### config.mk
export PLATFORM = sky130hd
export DESIGN_NAME = vidBankMap
export DESIGN_NICKNAME = d
export VERILOG_FILES = /design/src/rtl/vidBankPkg.sv /design/src/rtl/vidBankCtrl.sv /design/src/rtl/vidBankPath.sv /design/src/rtl/vidBankMap.sv
export SDC_FILE = /design/constraint.sdc
export NUM_CORES = 1
export LEC_CHECK = 0
export ABC_CLOCK_PERIOD_IN_PS = 7870
export BUFFER_PORTS_ARGS = -buffer_cell sky130_fd_sc_hd__buf_2
export CAP_MARGIN = 0
export CORE_ASPECT_RATIO = 0.75
export CORE_MARGIN = 10
export CORE_UTILIZATION = 35
export DETAILED_ROUTE_END_ITERATION = 8
export HOLD_SLACK_MARGIN = 0.08
export PLACE_DENSITY = 0.53
export REMOVE_ABC_BUFFERS = 1
export SYNTH_ARGS = -nofsm -noshare
export SYNTH_HDL_FRONTEND = slang
export SYNTH_HIERARCHICAL = 1
export SYNTH_SLANG_ARGS = --single-unit
### constraint.sdc
create_clock -name clk -period 7.87 [get_ports clk]
set_input_delay 0.3935 -clock clk [delete_from_list [all_inputs] [get_ports clk]]
set_output_delay 0.3935 -clock clk [all_outputs]
set_load 0.005 [all_outputs]
### src/rtl/vidBankPkg.sv
package vidBankPkg;
  localparam int BYTE_W = 8;

  typedef struct packed {
    logic chrLoWe;
    logic chrHiWe;
    logic ntLoWe;
    logic ntHiWe;
    logic modeWe;
    logic mirWe;
    logic [2:0] idx;
    logic [BYTE_W-1:0] data;
  } bankStrobe_t;

  typedef enum logic [1:0] {
    MIR_VERT   = 2'd0,
    MIR_HORZ   = 2'd1,
    MIR_SINGLE = 2'd2
  } mirSel_e;
endpackage

### src/rtl/vidBankCtrl.sv
module vidBankCtrl
  import vidBankPkg::*;
#(
  parameter int ADDR_W = 16
) (
  input  logic              clk,
  input  logic              rstN,
  input  logic              wrEn,
  input  logic [ADDR_W-1:0] wrAddr,
  input  logic [BYTE_W-1:0] wrData,
  output bankStrobe_t       strb
);
  logic [3:0] page;
  logic [2:0] low;

  assign page = wrAddr[ADDR_W-1 -: 4];
  assign low  = wrAddr[2:0];

  always_comb begin
    strb      = '0;
    strb.idx  = low;
    strb.data = wrData;
    if (wrEn) begin
      unique case (page)
        4'h9: strb.chrLoWe = 1'b1;
        4'hA: strb.chrHiWe = 1'b1;
        4'hB: begin
          strb.ntLoWe = ~low[2];
          strb.ntHiWe = low[2];
        end
        4'hD: begin
          strb.modeWe = (low == 3'd0);
          strb.mirWe  = (low == 3'd1);
        end
        default: ;
      endcase
    end
  end

  p_one_strobe_r10: assert property (@(posedge clk) disable iff (!rstN)
    $onehot0({strb.chrLoWe, strb.chrHiWe, strb.ntLoWe, strb.ntHiWe, strb.modeWe, strb.mirWe}));

  p_idle_quiet_r10: assert property (@(posedge clk) disable iff (!rstN)
    !wrEn |-> !(strb.chrLoWe || strb.chrHiWe || strb.ntLoWe || strb.ntHiWe || strb.modeWe || strb.mirWe));
endmodule

### src/rtl/vidBankPath.sv
module vidBankPath
  import vidBankPkg::*;
#(
  parameter int NUM_SLOTS = 8,
  parameter int NUM_NT    = 4
) (
  input  logic                                       clk,
  input  logic                                       rstN,
  input  bankStrobe_t                                strb,
  output logic [NUM_SLOTS*(2*BYTE_W+$clog2(NUM_SLOTS))-1:0] slotPages,
  output logic [NUM_NT*2*BYTE_W-1:0]                 ntPages,
  output logic                                       ntUseRom,
  output logic [1:0]                                 ntMirror
);
  localparam int BANK_W    = 2 * BYTE_W;
  localparam int SLOT_BITS = $clog2(NUM_SLOTS);
  localparam int NT_BITS   = $clog2(NUM_NT);
  localparam int PAGE_W    = BANK_W + SLOT_BITS;

  logic [BYTE_W-1:0] chrLo [NUM_SLOTS];
  logic [BYTE_W-1:0] chrHi [NUM_SLOTS];
  logic [BYTE_W-1:0] ntLo  [NUM_NT];
  logic [BYTE_W-1:0] ntHi  [NUM_NT];
  logic [1:0]        chrSize;
  logic              romReq;
  logic [1:0]        mirType;
  logic [BANK_W-1:0] bankVal [NUM_SLOTS];
  logic [NUM_NT-1:0] idHit;
  logic              anyWe;

  assign anyWe = strb.chrLoWe | strb.chrHiWe | strb.ntLoWe | strb.ntHiWe | strb.modeWe | strb.mirWe;

  // Character register files
  for (genvar g = 0; g < NUM_SLOTS; g++) begin : gChr
    always_ff @(posedge clk) begin
      if (!rstN) begin
        chrLo[g] <= BYTE_W'(g);
        chrHi[g] <= '0;
      end else begin
        if (strb.chrLoWe && strb.idx == SLOT_BITS'(g)) chrLo[g] <= strb.data;
        if (strb.chrHiWe && strb.idx == SLOT_BITS'(g)) chrHi[g] <= strb.data;
      end
    end
    assign bankVal[g] = {chrHi[g], chrLo[g]};
  end

  // Nametable register files and identity detection
  for (genvar j = 0; j < NUM_NT; j++) begin : gNt
    always_ff @(posedge clk) begin
      if (!rstN) begin
        ntLo[j] <= '0;
        ntHi[j] <= '0;
      end else begin
        if (strb.ntLoWe && strb.idx[NT_BITS-1:0] == NT_BITS'(j)) ntLo[j] <= strb.data;
        if (strb.ntHiWe && strb.idx[NT_BITS-1:0] == NT_BITS'(j)) ntHi[j] <= strb.data;
      end
    end
    assign idHit[j] = (ntHi[j] == '0) && (ntLo[j] == BYTE_W'(j));
    assign ntPages[j*BANK_W +: BANK_W] = {ntHi[j], ntLo[j]};
  end

  // Mode and mirror controls
  always_ff @(posedge clk) begin
    if (!rstN) begin
      chrSize <= 2'd0;
      romReq  <= 1'b0;
      mirType <= 2'd0;
    end else begin
      if (strb.modeWe) begin
        chrSize <= strb.data[4:3];
        romReq  <= strb.data[5];
      end
      if (strb.mirWe) mirType <= strb.data[1:0];
    end
  end

  assign ntUseRom = romReq && !(|idHit);

  always_comb begin
    unique case (mirType)
      2'd0:    ntMirror = MIR_VERT;
      2'd1:    ntMirror = MIR_HORZ;
      default: ntMirror = MIR_SINGLE;
    endcase
  end

  // Page number per slot: a bank covers 2^sh slots
  for (genvar k = 0; k < NUM_SLOTS; k++) begin : gSlot
    logic [SLOT_BITS-1:0] baseIdx;
    logic [SLOT_BITS-1:0] offs;
    int                   sh;
    always_comb begin
      sh      = SLOT_BITS - int'(chrSize);
      if (sh < 0) sh = 0;
      baseIdx = SLOT_BITS'((k >> sh) << sh);
      offs    = SLOT_BITS'(k % (1 << sh));
      slotPages[k*PAGE_W +: PAGE_W] = (PAGE_W'(bankVal[baseIdx]) << sh) | PAGE_W'(offs);
    end

    if (k > 0) begin : gContig
      p_contig_r3: assert property (@(posedge clk) disable iff (!rstN)
        (chrSize == 2'd0) |-> slotPages[k*PAGE_W +: PAGE_W] == slotPages[0 +: PAGE_W] + PAGE_W'(k));
    end
    if (k % 2 == 1) begin : gPair
      p_pair_r5: assert property (@(posedge clk) disable iff (!rstN)
        (chrSize == 2'd2) |-> slotPages[k*PAGE_W +: PAGE_W] == slotPages[(k-1)*PAGE_W +: PAGE_W] + PAGE_W'(1));
    end
  end

  p_hold_r10: assert property (@(posedge clk) disable iff (!rstN)
    !anyWe |=> ($stable(slotPages) && $stable(ntPages) && $stable(ntUseRom) && $stable(ntMirror)));

  p_rom_gate_r9: assert property (@(posedge clk) disable iff (!rstN)
    ntUseRom |-> romReq);
endmodule

### src/rtl/vidBankMap.sv
module vidBankMap
  import vidBankPkg::*;
#(
  parameter int ADDR_W    = 16,
  parameter int NUM_SLOTS = 8,
  parameter int NUM_NT    = 4
) (
  input  logic                                               clk,
  input  logic                                               rstN,
  input  logic                                               wrEn,
  input  logic [ADDR_W-1:0]                                  wrAddr,
  input  logic [7:0]                                         wrData,
  output logic [NUM_SLOTS*(16+$clog2(NUM_SLOTS))-1:0]        slotPages,
  output logic [NUM_NT*16-1:0]                               ntPages,
  output logic                                               ntUseRom,
  output logic [1:0]                                         ntMirror
);
  bankStrobe_t strb;

  vidBankCtrl #(.ADDR_W(ADDR_W)) uCtrl (
    .clk(clk), .rstN(rstN), .wrEn(wrEn), .wrAddr(wrAddr), .wrData(wrData), .strb(strb)
  );

  vidBankPath #(.NUM_SLOTS(NUM_SLOTS), .NUM_NT(NUM_NT)) uPath (
    .clk(clk), .rstN(rstN), .strb(strb), .slotPages(slotPages),
    .ntPages(ntPages), .ntUseRom(ntUseRom), .ntMirror(ntMirror)
  );
endmodule

==> impl_metrics.json <==
{
  "post_cts_buffers": 0,
  "dieWidth_um": 276,
  "ios": 246,
  "arrival_ns": 5.06,
  "ant_nets": 0,
  "rsz0062_at_grt": "no",
  "clk_latency_ns": 0.46,
  "finalNetCount": 1777,
  "routed_wl_um": 71200,
  "dp_hpwl_um": 51400,
  "leakagePower_nw": 6.77,
  "cts_tree": "done",
  "initialDrtViolationCount": 2159,
  "yosysTopAreaCell": "edfxtp_1",
  "drive_gt1_frac": 0.280,
  "grt_pass1_wl_um": 103000,
  "grt.overflow.total": 0,
  "core_mm2": 0.0486,
  "syn2layout_area_growth_pct": 11.6,
  "powerDensity_mw_per_mm2": 131,
  "grt.total_usage": 0.238,
  "numCtsBuffers": 17,
  "die_y_um": 212,
  "synth-seq-area-share": 0.342,
  "timing.final.crit_period_ns": 5.46,
  "final_area_mm2": 0.0191,
  "avgRoutedWirePerCell_um": 29.7,
  "clockBufferDepth": 2,
  "yosysUniqueCellTypes": 78,
  "ir_drop_mv": 0.134,
  "async_flop_share": 0,
  "p_total_mw": 2.50,
  "worst_slew_pin_slew_ns": 1.25,
  "vias": 15427,
  "drv_slew": 0,
  "rows": 70,
  "synth_edf_count": 192,
  "cts_hold_buf": 0,
  "port_buffers": 236,
  "path_max_fanout": 62,
  "crit_path_end_kind": "output port",
  "avgSynthCellArea_um2": 10.6,
  "initial_utilization": 0.353,
  "first_pass_iters": 6,
  "synthTopCellsByArea": "edfxtp_1, mux4_2, mux2i_1",
  "hold_violations": 0,
  "layout.cells.non_filler": 2400,
  "syn_area_mm2": 0.0171,
  "cts.sinks": 197,
  "path_class": "flip-flop to output port",
  "setup_viol": 0,
  "synthFlopType": "edfxtp_1",
  "routabilityCongestion": 0.958,
  "skew_ns": 0,
  "vias_per_cell": 6.43,
  "antenna_found_initial": 5,
  "drc": 0,
  "outcome": "finished clean",
  "synth_top_area_frac": 0.336,
  "clk_pin_slew_ns": 0.08,
  "finalCritPeriodShare": 0.693,
  "cp_data_required_time_ns": 7.48,
  "place_area_mm2": 0.0186,
  "grt_pass1_vias": 14768,
  "drv_cap": 0,
  "yosys_warnings": 6,
  "grt_max_degree": 80,
  "synthCells": 1624,
  "timing.slew.headroom": 0.155,
  "die_area_mm2": 0.0583,
  "cts-resized-gates": 0,
  "max_clock_freq_ghz": 0.183,
  "htreeDepth": 4,
  "synth_seq_cells": 197,
  "critPathLaunchType": "flip-flop",
  "place_inst": 2366,
  "finish.utilization": 0.394,
  "root_buffer": "clkbuf_16",
  "hp-class": "input pin to flip-flop"
}
flip-flops by register name, indices dropped and copies added, names as in the netlist:
signal	count
uPath/ntHi	32
uPath/chrHi	64
uPath/ntLo	32
uPath/mirType	2
uPath/chrLo	64
uPath/chrSize	2
uPath/romReq	1
final timing paths:
kind	from	to	slack (ns)	depth (start not counted)
hold / removal	wrAddr[1]	uPath/mirType[0]$_SDFFE_PN0P_	0.39	4
hold reg to reg	uPath/mirType[0]$_SDFFE_PN0P_	uPath/mirType[0]$_SDFFE_PN0P_	0.54	2
setup / recovery	uPath/chrSize[1]$_SDFFE_PN0P_	slotPages[119]	2.41	8
setup reg to reg	uPath/chrSize[1]$_SDFFE_PN0P_	uPath/chrSize[1]$_SDFFE_PN0P_	4.82	4
power by group:
| part | total [mW] | switching, mW | internal [mW] | leakage, nW |
|---|---|---|---|---|
| sequential | 1.29 | 0.0886 | 1.20 | 1.87 |
| combinational | 0.351 | 0.203 | 0.149 | 4.61 |
| clock | 0.856 | 0.436 | 0.420 | 0.279 |
cells in the mapped netlist, drive strengths merged, types with 14 or more instances:
library cell    n
mux2i         161
mux2           47
a21oi          43
and3           17
and2          186
a31oi          19
a221oi         30
nor2          108
nand2         115
a22oi          32
nor2b          14
o21ai          90
o22ai          17
or3            18
nand3          24
inv            24
mux4          123
a211oi         17
edfxtp        192
nor4           15
buf            96
clkbuf         74
stage by stage:
stage | worst slack, ns | hold slack, ns | setup TNS (ns)
CTS | 2.57 | 0.363 | 0
global route | 2.25 | 0.417 | 0
detailed placement | 3.09 | 0.504 | 0
finish | 2.41 | 0.394 | 0
floorplan | -2.48 | 0.474 | -169.16
global placement | 3.04 | 0.493 | 0
kinds of logic after synthesis:
kind of cell / count (synthesis) / synth area share
buffers and inverters: 195 / 0.0542
multiplexers: 331 / 0.287
AO/OA/AOI/OAI: 340 / 0.137
flip-flops: 197 / 0.342
AND/OR/NAND/NOR: 548 / 0.170
adder cells (fa/ha/maj): 13 / 0.00949
layout by cell type (no fill, tap or decap), types with 13 or more instances in the layout:
cell type  Yosys  layout
buf_2         54     236
edfxtp_1     192     192
and2_1       185     185
mux2i_1      161     161
mux4_2       122     122
nand2_1      113     113
nor2_1       108     105
o21ai_0       89      86
mux2_2        47      47
a21oi_1       43      43
a22oi_1       32      32
a221oi_1      28      28
buf_4         22      28
nand3_1       24      24
inv_1         23      21
a31oi_1       19      19
or3_1         18      18
clkbuf_16      0      17
and3_1        17      17
o22ai_1       17      17
a211oi_1      17      17
nor4_1        15      15
nor2b_1       14      13
final cells by class:
cell class                      count  area (um^2)
Antenna cell                        2         5.00
Sequential cell                   197         5870
Timing Repair Buffer              264         1390
Tap cell                          648          811
Clock inverter                     14          141
Inverter                           25         98.8
Fill cell                        4749        29500
Clock buffer                       18          429
Multi-Input combinational cell   1232        10400
routing by layer:
| layer | routed length (um) | share of wire | GRT usage |
|---|---|---|---|
| met1 | 30000 | 0.42 | 0.343 |
| met2 | 29600 | 0.42 | 0.338 |
| met3 | 10100 | 0.14 | 0.0788 |
| met4 | 1550 | 0.022 | 0.0551 |
| met5 | 13 | 0.00018 | 0 |
critical path: stages (launching register included):
cell and delay (ns):
dfxtp_4 0.54, inv_4 0.55, ha_1 0.84, nand2_4 0.69, mux4_2 0.77, mux4_2 0.51, nor2_1 0.33, a21oi_1 0.08
buf_2 0.16
No activity file was read; power rests on OpenSTA's default activity.
